### config.mk
export PLATFORM = sky130hd
export DESIGN_NAME = tdm_frame_boundary
export DESIGN_NICKNAME = d
export VERILOG_FILES = /design/src/rtl/tdm_fb_pkg.sv /design/src/rtl/tdm_fb_sync.sv /design/src/rtl/tdm_fb_qualify.sv /design/src/rtl/tdm_fb_counter.sv /design/src/rtl/tdm_frame_boundary.sv
export SDC_FILE = /design/constraint.sdc
export NUM_CORES = 1
export LEC_CHECK = 0
export BUFFER_PORTS_ARGS = -buffer_cell sky130_fd_sc_hd__buf_2
export CAP_MARGIN = 20
export CORE_MARGIN = 2
export CORE_UTILIZATION = 48
export DETAILED_ROUTE_END_ITERATION = 7
export GPL_TIMING_DRIVEN = 1
export PLACE_DENSITY = 0.73
export SETUP_SLACK_MARGIN = 0.1
export SYNTH_ARGS = -nofsm -noshare
export SYNTH_HDL_FRONTEND = slang
export SYNTH_HIERARCHICAL = 1
export SYNTH_SLANG_ARGS = --single-unit
export TNS_END_PERCENT = 1
### constraint.sdc
create_clock -name clk -period 2 [get_ports clk]
set_clock_uncertainty 0.15 [all_clocks]
set_input_delay 0.2 -clock clk [delete_from_list [all_inputs] [get_ports clk]]
set_output_delay 0.2 -clock clk [all_outputs]
set_load 0.1 [all_outputs]
### src/rtl/tdm_fb_pkg.sv
package tdm_fb_pkg;

  typedef enum logic {
    PULSE_ACT_LOW  = 1'b0,
    PULSE_ACT_HIGH = 1'b1
  } pulse_level_e;

  localparam int EDGE_CNT_W = 2;

  // reference edges a valid pulse must contain
  function automatic logic [EDGE_CNT_W-1:0] edges_expected(input logic wide);
    return wide ? EDGE_CNT_W'(2) : EDGE_CNT_W'(1);
  endfunction

endpackage

### src/rtl/tdm_fb_sync.sv
module tdm_fb_sync #(
  parameter int W      = 2,
  parameter int STAGES = 2
) (
  input  logic         clk,
  input  logic         rst,
  input  logic [W-1:0] d_i,
  output logic [W-1:0] q_o
);

  logic [W-1:0] stage_q [STAGES];

  always_ff @(posedge clk) begin
    if (rst) begin
      for (int i = 0; i < STAGES; i++) stage_q[i] <= '0;
    end else begin
      stage_q[0] <= d_i;
      for (int i = 1; i < STAGES; i++) stage_q[i] <= stage_q[i-1];
    end
  end

  assign q_o = stage_q[STAGES-1];

endmodule

### src/rtl/tdm_fb_qualify.sv
module tdm_fb_qualify
  import tdm_fb_pkg::*;
#(
  parameter int SYNC_STAGES = 2
) (
  input  logic clk,
  input  logic rst,
  input  logic bus_clk_s,
  input  logic pulse_s,
  input  logic gci_i,
  input  logic wide_i,
  input  logic invert_i,
  output logic ref_edge_o,
  output logic boundary_o,
  output logic err_o
);

  localparam int ARM_W = SYNC_STAGES + 1;

  logic                  clk_d;
  logic                  act_d;
  logic                  err_q;
  logic [ARM_W-1:0]      arm_sh;
  logic [EDGE_CNT_W-1:0] edge_cnt;
  logic                  armed, act, rise, fall, pulse_end, match, bad;

  assign armed      = arm_sh[ARM_W-1];
  assign act        = (pulse_level_e'(gci_i) == PULSE_ACT_HIGH) ? pulse_s : ~pulse_s;
  assign rise       = ~clk_d & bus_clk_s;
  assign fall       = clk_d & ~bus_clk_s;
  assign ref_edge_o = armed & (invert_i ? fall : rise);
  assign pulse_end  = act_d & ~act;
  assign match      = (edge_cnt == edges_expected(wide_i));
  assign boundary_o = pulse_end & match;
  assign bad        = pulse_end & ~match;
  assign err_o      = err_q;

  always_ff @(posedge clk) begin
    if (rst) begin
      arm_sh   <= '0;
      clk_d    <= 1'b0;
      act_d    <= 1'b0;
      edge_cnt <= '0;
      err_q    <= 1'b0;
    end else begin
      arm_sh <= {arm_sh[ARM_W-2:0], 1'b1};
      clk_d  <= bus_clk_s;
      act_d  <= armed & act;
      if (pulse_end)
        edge_cnt <= '0;
      else if (act && ref_edge_o && edge_cnt != '1)
        edge_cnt <= edge_cnt + EDGE_CNT_W'(1);
      if (bad) err_q <= 1'b1;
    end
  end

  // error flag never clears outside reset
  assert_err_sticky_R6: assert property (@(posedge clk) disable iff (rst)
    err_q |=> err_q);

  // the width count is cleared after every pulse end
  assert_cnt_cleared_R4: assert property (@(posedge clk) disable iff (rst)
    pulse_end |=> (edge_cnt <= EDGE_CNT_W'(1)));

endmodule

### src/rtl/tdm_fb_counter.sv
module tdm_fb_counter #(
  parameter int FRAME_BITS = 1024,
  parameter int CW         = $clog2(FRAME_BITS)
) (
  input  logic          clk,
  input  logic          rst,
  input  logic          ref_edge_i,
  input  logic          boundary_i,
  output logic [CW-1:0] count_o,
  output logic          start_o
);

  localparam logic [CW-1:0] LAST = CW'(FRAME_BITS - 1);

  logic [CW-1:0] count_q;
  logic          start_q;

  always_ff @(posedge clk) begin
    if (rst) begin
      count_q <= '0;
      start_q <= 1'b0;
    end else begin
      start_q <= boundary_i;
      if (boundary_i)
        count_q <= '0;
      else if (ref_edge_i)
        count_q <= (count_q == LAST) ? '0 : count_q + CW'(1);
    end
  end

  assign count_o = count_q;
  assign start_o = start_q;

  // counter only steps by one or returns to zero
  assert_count_step_R3: assert property (@(posedge clk) disable iff (rst)
    !$stable(count_q) |-> (count_q == '0 || count_q == $past(count_q) + CW'(1)));

  // counter stays inside the frame
  assert_count_range_R3: assert property (@(posedge clk) disable iff (rst)
    count_q <= LAST);

  // strobe lasts one cycle
  assert_strobe_single_R5: assert property (@(posedge clk) disable iff (rst)
    start_q |=> !start_q);

  // counter is zero while the strobe is high
  assert_start_zero_R5: assert property (@(posedge clk) disable iff (rst)
    start_q |-> (count_q == '0));

endmodule

### src/rtl/tdm_frame_boundary.sv
module tdm_frame_boundary #(
  parameter  int FRAME_BITS  = 1024,
  parameter  int SYNC_STAGES = 2,
  localparam int CW          = $clog2(FRAME_BITS)
) (
  input  logic          clk,
  input  logic          rst,
  input  logic          bus_clk_i,
  input  logic          frame_pulse_i,
  input  logic          gci_mode_i,
  input  logic          wide_pulse_i,
  input  logic          clk_invert_i,
  output logic          frame_start_o,
  output logic [CW-1:0] bit_count_o,
  output logic          width_err_o
);

  logic [1:0] sync_q;
  logic       ref_edge, boundary;

  tdm_fb_sync #(.W(2), .STAGES(SYNC_STAGES)) u_sync (
    .clk (clk),
    .rst (rst),
    .d_i ({frame_pulse_i, bus_clk_i}),
    .q_o (sync_q)
  );

  tdm_fb_qualify #(.SYNC_STAGES(SYNC_STAGES)) u_qualify (
    .clk        (clk),
    .rst        (rst),
    .bus_clk_s  (sync_q[0]),
    .pulse_s    (sync_q[1]),
    .gci_i      (gci_mode_i),
    .wide_i     (wide_pulse_i),
    .invert_i   (clk_invert_i),
    .ref_edge_o (ref_edge),
    .boundary_o (boundary),
    .err_o      (width_err_o)
  );

  tdm_fb_counter #(.FRAME_BITS(FRAME_BITS), .CW(CW)) u_counter (
    .clk        (clk),
    .rst        (rst),
    .ref_edge_i (ref_edge),
    .boundary_i (boundary),
    .count_o    (bit_count_o),
    .start_o    (frame_start_o)
  );

  // a rejected pulse never coincides with a strobe
  assert_no_start_on_err_R6: assert property (@(posedge clk) disable iff (rst)
    $rose(width_err_o) |-> !frame_start_o);

endmodule

==> results of run 1 <==
-- area by class of cell --
type                       instances  share of cell area (%)
multi-input combinational         74                    45.3
sequential                        23                    38.0
timing repair buffer              23                    10.5
tap                               27                    2.67
clock buffer                       4                    2.08
inverter                           5                    1.48
-- cell families (layout without fill, tap and decap cells) --
kind of cell,after synthesis,after routing,share of synthesized area [%]
compound gates,25,25,18.3
simple gates,40,40,24.1
fa+ha+maj,2,2,2.42
xor+xnor,5,5,4.23
mux,2,2,2.42
buf+inv,9,32,4.11
flops,23,23,44.5
-- synthesized netlist by cell type --
cell type  instances
o211ai_1           1
nand4_1            3
mux2i_1            1
a211oi_1           2
o211a_1            2
xnor2_1            3
xor2_1             2
buf_4              2
ha_1               2
nand2b_1           1
a2111oi_4          1
dfxtp_1           23
nand4_4            1
or4_1              2
a41oi_1            1
or3_2              1
or3_1              1
inv_1              5
mux2_4             1
nor2_1             4
buf_2              1
o21ai_0            3
and4_2             1
o311ai_0           2
clkbuf_1           1
nor4_1             1
nand3b_1           2
or3b_4             1
or2_2              1
o31ai_1            2
or3b_2             1
nand2_1            7
nand3_1            2
a311oi_1           1
a21oi_1            7
nor2b_1            8
nor3_1             3
a31oi_1            3
-- what timing repair did --
action | CTS | global route
buffers inserted | 1 | 1
hold buffers | 2 | 0
pin swaps | 1 | 3
resized for setup | 1 | 7
endpoints found under the hold margin | 2 | 0
endpoints found under the setup margin | 3 | 5
-- worst paths after layout --
kind	from	to	slack, ns	cells after the start
hold reg to reg	u_sync/stage_q[0][0]	u_sync/stage_q[0][2]	0.30	1
hold / removal	rst	u_sync/stage_q[0][2]	0.05	2
setup reg to reg	u_sync/stage_q[0][2]	u_counter/count_o[8]	0.14	6
setup / recovery	u_sync/stage_q[0][2]	u_counter/count_o[8]	0.14	6
-- metrics by stage --
| stage | power (uW) | instances | cell area [um^2] |
|---|---|---|---|
| global placement | 539 | 148 | 1170 |
| global route | 779 | 156 | 1260 |
| floorplan | 526 | 106 | 1070 |
| detailed placement | 541 | 148 | 1170 |
| finish | 744 | 156 | 1260 |
| CTS | 753 | 155 | 1230 |
-- registers in the layout (all words and copies together) (netlist names) --
signal,count
u_qualify/clk_d,1
u_qualify/edge_cnt,2
u_counter/count_o,10
u_qualify/err_o,1
u_counter/start_o,1
u_qualify/act_d,1
u_qualify/arm_sh,3
u_sync/stage_q,4
-- power groups by stage --
| stage | Combinational [uW] | Sequential (uW) | Clock (uW) |
|---|---|---|---|
| finish | 61.2 | 474 | 210 |
| global route | 65.9 | 475 | 237 |
| CTS | 61.6 | 474 | 218 |
| detailed placement | 57.7 | 484 | 0 |
| global placement | 56.3 | 483 | 0 |
| floorplan | 26.4 | 499 | 0 |
-- per-layer routing --
| metal | vias to the layer above | track usage [%] | share of wire [%] |
|---|---|---|---|
| met1 | 423 | 20.2 | 42 |
| met2 | 21 | 31.6 | 54 |
| met5 | - | 0 | 0 |
| met3 | 2 | 3.87 | 3.7 |
| li1 | 432 | - | - |
| met4 | 0 | 6.76 | 0.57 |
==> summary.txt, run 1 <==
DRT iter0 DRCs: 11
Clock power frac: 28.1%
Port buffer count: 18
Fin crit period: 1.86 ns
Die X-Extent: 50.4 um
Fin util: 63.2%
I/O pin count: 19
Fmax: 538 MHz
Crit-path cells: or3b_4 > a21oi_4 > nand4_4 > buf_4 > o31ai_1 > a21oi_1
Leak Pwr: 0.000479 uW
Setup TNS: 0 ns
Num CTS Buffers: 3
Crit path largest cell delay: 0.40 ns
CTS tree: built
Area leader, netlist: dfxtp_1
Switch share: 24.3%
Core Box Area: 2000 um^2
Via count: 878
Number of max-cap violations: 0
CP delay by family, top: compound AO/OA/AOI/OAI gates
CTS Sinks: 23
Synth Warn #: 6
Vias/cell: 5.63
Fin. max-slew vios: 0
Cells after Synth: 106
Die height: 50.4 um
P_int: 563 uW
Clk buf depth: 2
RSZ-0062 raised after global routing: true
Most frequent cells in the layout: 18 x buf_2, 11 x dfxtp_1, 10 x dfxtp_2
Hold slack: 0.0546 ns
Fillers: 174
Outcome: completed
Share of the synthesized area in the top cell type: 44.5%
Mapped Area: 1030 um^2
Multi-input gate area: 573 um^2
Synth area leaders: dfxtp_1 44%, nor2b_1 4.8%, a21oi_1 3.4%
Post-Route WL: 2100 um
Crit path buf inv count: 1
Sequential power share: 63.6%
Crit path arrival time: 1.90 ns
# DRC: 0
Layout net count: 139
Min setup slack post-route: 0.143 ns
Initial Util: 51.7%
Clk root buf: clkbuf_4
Pin count of the biggest net entering global routing: 14
Comb pwr share: 8.2%
Total Routing Usage GR: 17.6%
Core Rows: 16
Peak VDD IR: 0.489 mV
DRT Pass-1 Iters: 4
Critical path class: reg -> reg
Gr ovfl total: 0
Place WS: 0.0484 ns
Ant diodes: 0
Distinct cells, synth: 38
Crit. End Element: flip-flop
First-pass GRT wire length: 3460 um
Fin. Hold Viols: 0
Initial antenna violation count: 0
Gpl congestion: 0.801
Remaining antenna violation count: 0
Clk_lat worst skew: 0.30 ns
Yosys reg bits: 23
Htree depth: 1
P&R area growth vs syn: 22.2%
Worst-path clk slew: 0.12 ns
HPWL after DPL: 1450 um
Psw: 181 uW
Final period util: 92.9%
Worst setup SP type: flip-flop
Critical-path cell with the highest stage delay: or3b_4
Synthesized net count: 115
Syn Area/Cell: 9.76 um^2
Critical Path RT: 2.04 ns
Crit-path max FO: 5
Commonest non-fill, non-tap cell in the layout: buf_2
Setup violations, final: 0
Vias in the first global route: 793
FF+latch area: 480 um^2
PD cells: 588 nW/um^2
Die area: 2540 um^2
Layout cells sized above 1: 38.0%
Drt wl/cell: 13.5 um
Slew Limit Headroom: 67.6%
Hold Path Class: in -> reg
Seq/Total Area, Yosys: 44.5%
Worst slew pin tran: 0.489 ns
Power figures use the tool's default switching activity.
==> inputs of run 2 (changes only) <==
BUFFER_PORTS_ARGS = default   (was -buffer_cell sky130_fd_sc_hd__buf_2)
CORE_UTILIZATION = 50   (was 48)
DONT_BUFFER_PORTS = 1   (was default)
PLACE_DENSITY = 0.68   (was 0.73)
==> summary.txt, run 2 (synthesis results as in run 1) <==
Ant diodes: 0 (unchanged)
Commonest non-fill, non-tap cell in the layout: buf_4
Slew Limit Headroom: 69.5% (+1.9 points)
Switch share: 26.0% (+1.7 points)
Most frequent cells in the layout: 17 x buf_4, 12 x dfxtp_1, 9 x dfxtp_2
Peak VDD IR: 0.577 mV (+18%)
Setup violations, final: 0 (unchanged)
Clk buf depth: 2 (unchanged)
Critical Path RT: 2.08 ns (+0.04 ns)
PD cells: 591 nW/um^2 (+0.40%)
Initial antenna violation count: 0 (unchanged)
Die area: 2450 um^2 (-3.7%)
Via count: 892 (+1.6%)
Num CTS Buffers: 3 (unchanged)
Leak Pwr: 0.000475 uW (-0.88%)
Post-Route WL: 2240 um (+6.8%)
Vias/cell: 5.75 (+2.2%)
Worst setup SP type: flip-flop
Critical path class: reg -> reg
HPWL after DPL: 1470 um (+1.6%)
Clock power frac: 29.7% (+1.6 points)
Fin. max-slew vios: 0 (unchanged)
Layout net count: 138 (-0.72%)
Port buffer count: 0 (-18)
Core Rows: 16 (unchanged)
Psw: 198 uW (+9.4%)
Clk_lat worst skew: 0.32 ns (+0.02 ns)
I/O pin count: 19 (unchanged)
Number of max-cap violations: 0 (unchanged)
CTS tree: built
Fillers: 179 (+2.9%)
Setup TNS: 0 ns (unchanged)
Crit. End Element: flip-flop
Fin crit period: 1.88 ns (+0.0261 ns)
Crit-path max FO: 3 (-2)
Remaining antenna violation count: 0 (unchanged)
Fmax: 531 MHz (-1.4%)
First-pass GRT wire length: 3660 um (+5.8%)
Layout cells sized above 1: 32.8% (-5.2 points)
Outcome: completed
Htree depth: 1 (unchanged)
RSZ-0062 raised after global routing: true
Gpl congestion: 0.813 (+1.5%)
Non-Filler Instances: 155 (-0.64%)
Initial Util: 52.7% (+1.1 points)
DRT iter0 DRCs: 23 (+12)
# DRC: 0 (unchanged)
Hold slack: 0.0352 ns (-0.0195 ns)
DP Area: 1170 um^2 (unchanged)
Clk root buf: clkbuf_4
P_int: 563 uW (about the same)
Fin. Hold Viols: 0 (unchanged)
Max FFs per register: 10 (unchanged)
CTS Sinks: 23 (unchanged)
Worst slew pin tran: 0.456 ns (-0.0333 ns)
Vias in the first global route: 838 (+5.7%)
Total Routing Usage GR: 19.4% (+1.8 points)
DRT Pass-1 Iters: 4 (unchanged)
Comb pwr share: 8.0% (-0.2 points)
Sequential power share: 62.3% (-1.3 points)
Pin count of the biggest net entering global routing: 15 (+1)
Core Box Area: 1960 um^2 (-2.0%)
Gr ovfl total: 0 (unchanged)
Design area: 1290 um^2 (+1.9%)
Final period util: 94.2% (+1.3 points)
Placed cells: 142 (-4.1%)
Worst-path clk slew: 0.13 ns (about the same)
P&R area growth vs syn: 24.5%
Hold Path Class: in -> reg
Die height: 49.5 um (-1.9%)
Crit path arrival time: 1.96 ns (+0.06 ns)
Drt wl/cell: 14.5 um (+7.4%)
Die X-Extent: 49.5 um (-1.9%)
run 2: layout make-up:
class	count	area (um^2)	area share, %
Multi-Input combinational cell	74	548	42.5
Tap cell	27	33.8	2.62
Clock buffer	3	22.5	1.75
Timing Repair Buffer	22	179	13.9
Sequential cell	23	479	37.2
Clock inverter	1	7.51	0.583
Inverter	5	18.8	1.46
run 2: power by group through the flow:
stage	sequential, uW	clock [uW]	combinational [uW]
final	474	226	61.1
after global routing	475	251	64.4
after floorplan	499	0	26.4
after global placement	483	0	48.5
after detailed placement	484	0	49.0
after CTS	473	232	59.8
run 2: worst max-delay path, stage by stage (launching register included):
cell	delay, ns
dfxtp_2	0.35
or3b_4	0.39
buf_4	0.15
a2111oi_4	0.41
mux2_4	0.33
run 2: stage by stage:
| step | setup slack [ns] | utilization [%] | power [uW] |
|---|---|---|---|
| after CTS | 0.115 | 65.0 | 765 |
| after global routing | 0.0851 | 65.7 | 791 |
| after detailed placement | 0.0392 | 59.5 | 533 |
| after global placement | 0.0966 | 59.5 | 532 |
| after floorplan | 0.0880 | - | 526 |
| final | 0.117 | 65.7 | 761 |
run 2: timing repair:
action | in CTS | in global routing
hold buffers | 4 | 0
hold endpoints to repair | 12 | 0
setup buffers | 4 | 1
pin swaps | 1 | 3
resized for setup | 1 | 3
setup endpoints to repair | 5 | 8
run 2: worst paths after layout:
check | from | to | slack, ns | depth (start not counted)
setup / recovery | u_sync/stage_q[0][2] | u_qualify/edge_cnt[1] | 0.12 | 4
hold / removal | rst | u_counter/count_o[9] | 0.04 | 2
setup reg to reg | u_sync/stage_q[0][2] | u_qualify/edge_cnt[1] | 0.12 | 4
hold reg to reg | u_qualify/arm_sh[0] | u_qualify/arm_sh[1] | 0.30 | 1
run 2: layer usage:
layer,up-vias,global-route usage (%),routed length [um]
li1,435,-,-
met1,417,24.9,979
met2,33,30.6,1110
met3,7,3.33,106
met4,0,11.6,44
met5,-,0,0
==> inputs of run 3 (changes only) <==
RECOVER_POWER = 50   (was default)
REMOVE_ABC_BUFFERS = 1   (was default)
==> summary.txt, run 3 (synthesis results as in run 1) <==
Core Box Area: 1960 um^2 (unchanged)
Fin crit period: 1.90 ns (+0.0137 ns)
Crit path arrival time: 1.96 ns (about the same)
Clk_lat worst skew: 0.31 ns (about the same)
Fin. Hold Viols: 0 (unchanged)
Worst slew pin tran: 0.625 ns (+0.169 ns)
Ant diodes: 0 (unchanged)
Via count: 912 (+2.2%)
Die height: 49.5 um (unchanged)
Vias/cell: 5.60 (-2.8%)
Leak Pwr: 0.000518 uW (+9.2%)
Die X-Extent: 49.5 um (unchanged)
Peak VDD IR: 0.382 mV (-34%)
Worst-path clk slew: 0.14 ns (about the same)
CTS Sinks: 23 (unchanged)
Pin count of the biggest net entering global routing: 15 (unchanged)
PD cells: 567 nW/um^2 (-4.0%)
Non-Filler Instances: 163 (+5.2%)
First-pass GRT wire length: 3660 um (unchanged)
DRT Pass-1 Iters: 4 (unchanged)
DRT iter0 DRCs: 35 (+52%)
Design area: 1360 um^2 (+5.2%)
Max FFs per register: 10 (unchanged)
Outcome: completed
Hold Path Class: in -> reg
DP Area: 1160 um^2 (-0.21%)
Drt wl/cell: 14.9 um (+2.6%)
Core Rows: 16 (unchanged)
I/O pin count: 19 (unchanged)
Setup violations, final: 0 (unchanged)
Slew Limit Headroom: 58.3% (-11 points)
# DRC: 0 (unchanged)
RSZ-0062 raised after global routing: true
Fmax: 527 MHz (-0.72%)
CTS tree: built
Port buffer count: 0 (unchanged)
Worst setup SP type: flip-flop
Layout cells sized above 1: 28.7% (-4.1 points)
Layout net count: 146 (+5.8%)
Final period util: 94.8% (+0.68 points)
Clk buf depth: 2 (unchanged)
Initial Util: 52.7% (unchanged)
Commonest non-fill, non-tap cell in the layout: dfxtp_1
Fillers: 179 (unchanged)
Hold slack: 0.0396 ns (+0.00442 ns)
Critical Path RT: 2.06 ns (-0.02 ns)
Crit. End Element: flip-flop
Htree depth: 1 (unchanged)
HPWL after DPL: 1480 um (+0.46%)
Most frequent cells in the layout: 22 x dfxtp_1, 11 x dlygate4sd3_1, 11 x buf_4
Critical path class: reg -> reg
Initial antenna violation count: 0 (unchanged)
Gpl congestion: 0.783 (-3.7%)
Clk root buf: clkbuf_4
Gr ovfl total: 0 (unchanged)
Placed cells: 145 (+2.1%)
Total Routing Usage GR: 19.4% (-0.025 points)
Num CTS Buffers: 3 (unchanged)
P&R area growth vs syn: 31.1%
Crit-path max FO: 6 (+3)
Post-Route WL: 2420 um (+7.9%)
Fin. max-slew vios: 0 (unchanged)
Die area: 2450 um^2 (unchanged)
Vias in the first global route: 913 (+8.9%)
Remaining antenna violation count: 0 (unchanged)
Number of max-cap violations: 0 (unchanged)
-- run 3: timing repair --
action | in CTS | in global routing
hold endpoints to repair | 12 | 2
buffers inserted | 0 | 3
hold buffers | 10 | 1
setup endpoints to repair | 6 | 7
pin swaps | 1 | 7
gates resized for setup | 3 | 10
gates cloned | 0 | 0
-- run 3: stage by stage --
stage          setup slack, ns  TNS (ns)  power, uW  utilization [%]
6_report                 0.103         0        769             69.1
5_1_grt                -0.0154   -0.0154        794             69.1
4_1_cts                 0.0578         0        769             66.3
3_5_place_dp            0.0542         0        536             59.4
3_3_place_gp            0.0612         0        534             59.4
2_1_floorplan           -0.342     -2.00        524                -
-- run 3: area by class of cell --
cell class                 instances  area, um^2  area share (%)
clock buffer                       3        22.5            1.66
clock inverter                     1        7.51           0.554
inverter                           5        18.8            1.38
multi-input combinational         74         573            42.3
sequential                        23         462            34.0
tap                               27        33.8            2.49
timing repair buffer              30         239            17.6
-- run 3: worst paths after layout --
| kind | startpoint | end | slack (ns) | cells past startpoint |
|---|---|---|---|---|
| max reg2reg | u_sync/stage_q[0][2] | u_counter/count_o[8] | 0.10 | 7 |
| min | wide_pulse_i | u_qualify/err_o | 0.04 | 3 |
| max | u_sync/stage_q[0][2] | u_counter/count_o[8] | 0.10 | 7 |
| min reg2reg | u_qualify/err_o | u_qualify/err_o | 0.35 | 2 |
-- run 3: routing by layer --
| metal | global-route usage, % | routed length (um) |
|---|---|---|
| met5 | 0 | 0 |
| met4 | 10.6 | 0 |
| met3 | 3.64 | 145 |
| met2 | 33.6 | 1200 |
| met1 | 22.5 | 1070 |
-- run 3: power breakdown --
part	total [uW]	switching, uW	internal [uW]
Clock	226	150	76.3
Combinational	66.9	39.8	27.1
Sequential	476	7.98	468
Total	769	197	572
-- run 3: worst max-delay path, stage by stage (launching register included) --
cell	delay, ns
dfxtp_1	0.36
or3b_4	0.40
a21oi_2	0.12
buf_4	0.13
nand4_4	0.10
buf_4	0.19
o31ai_4	0.26
a21oi_2	0.08
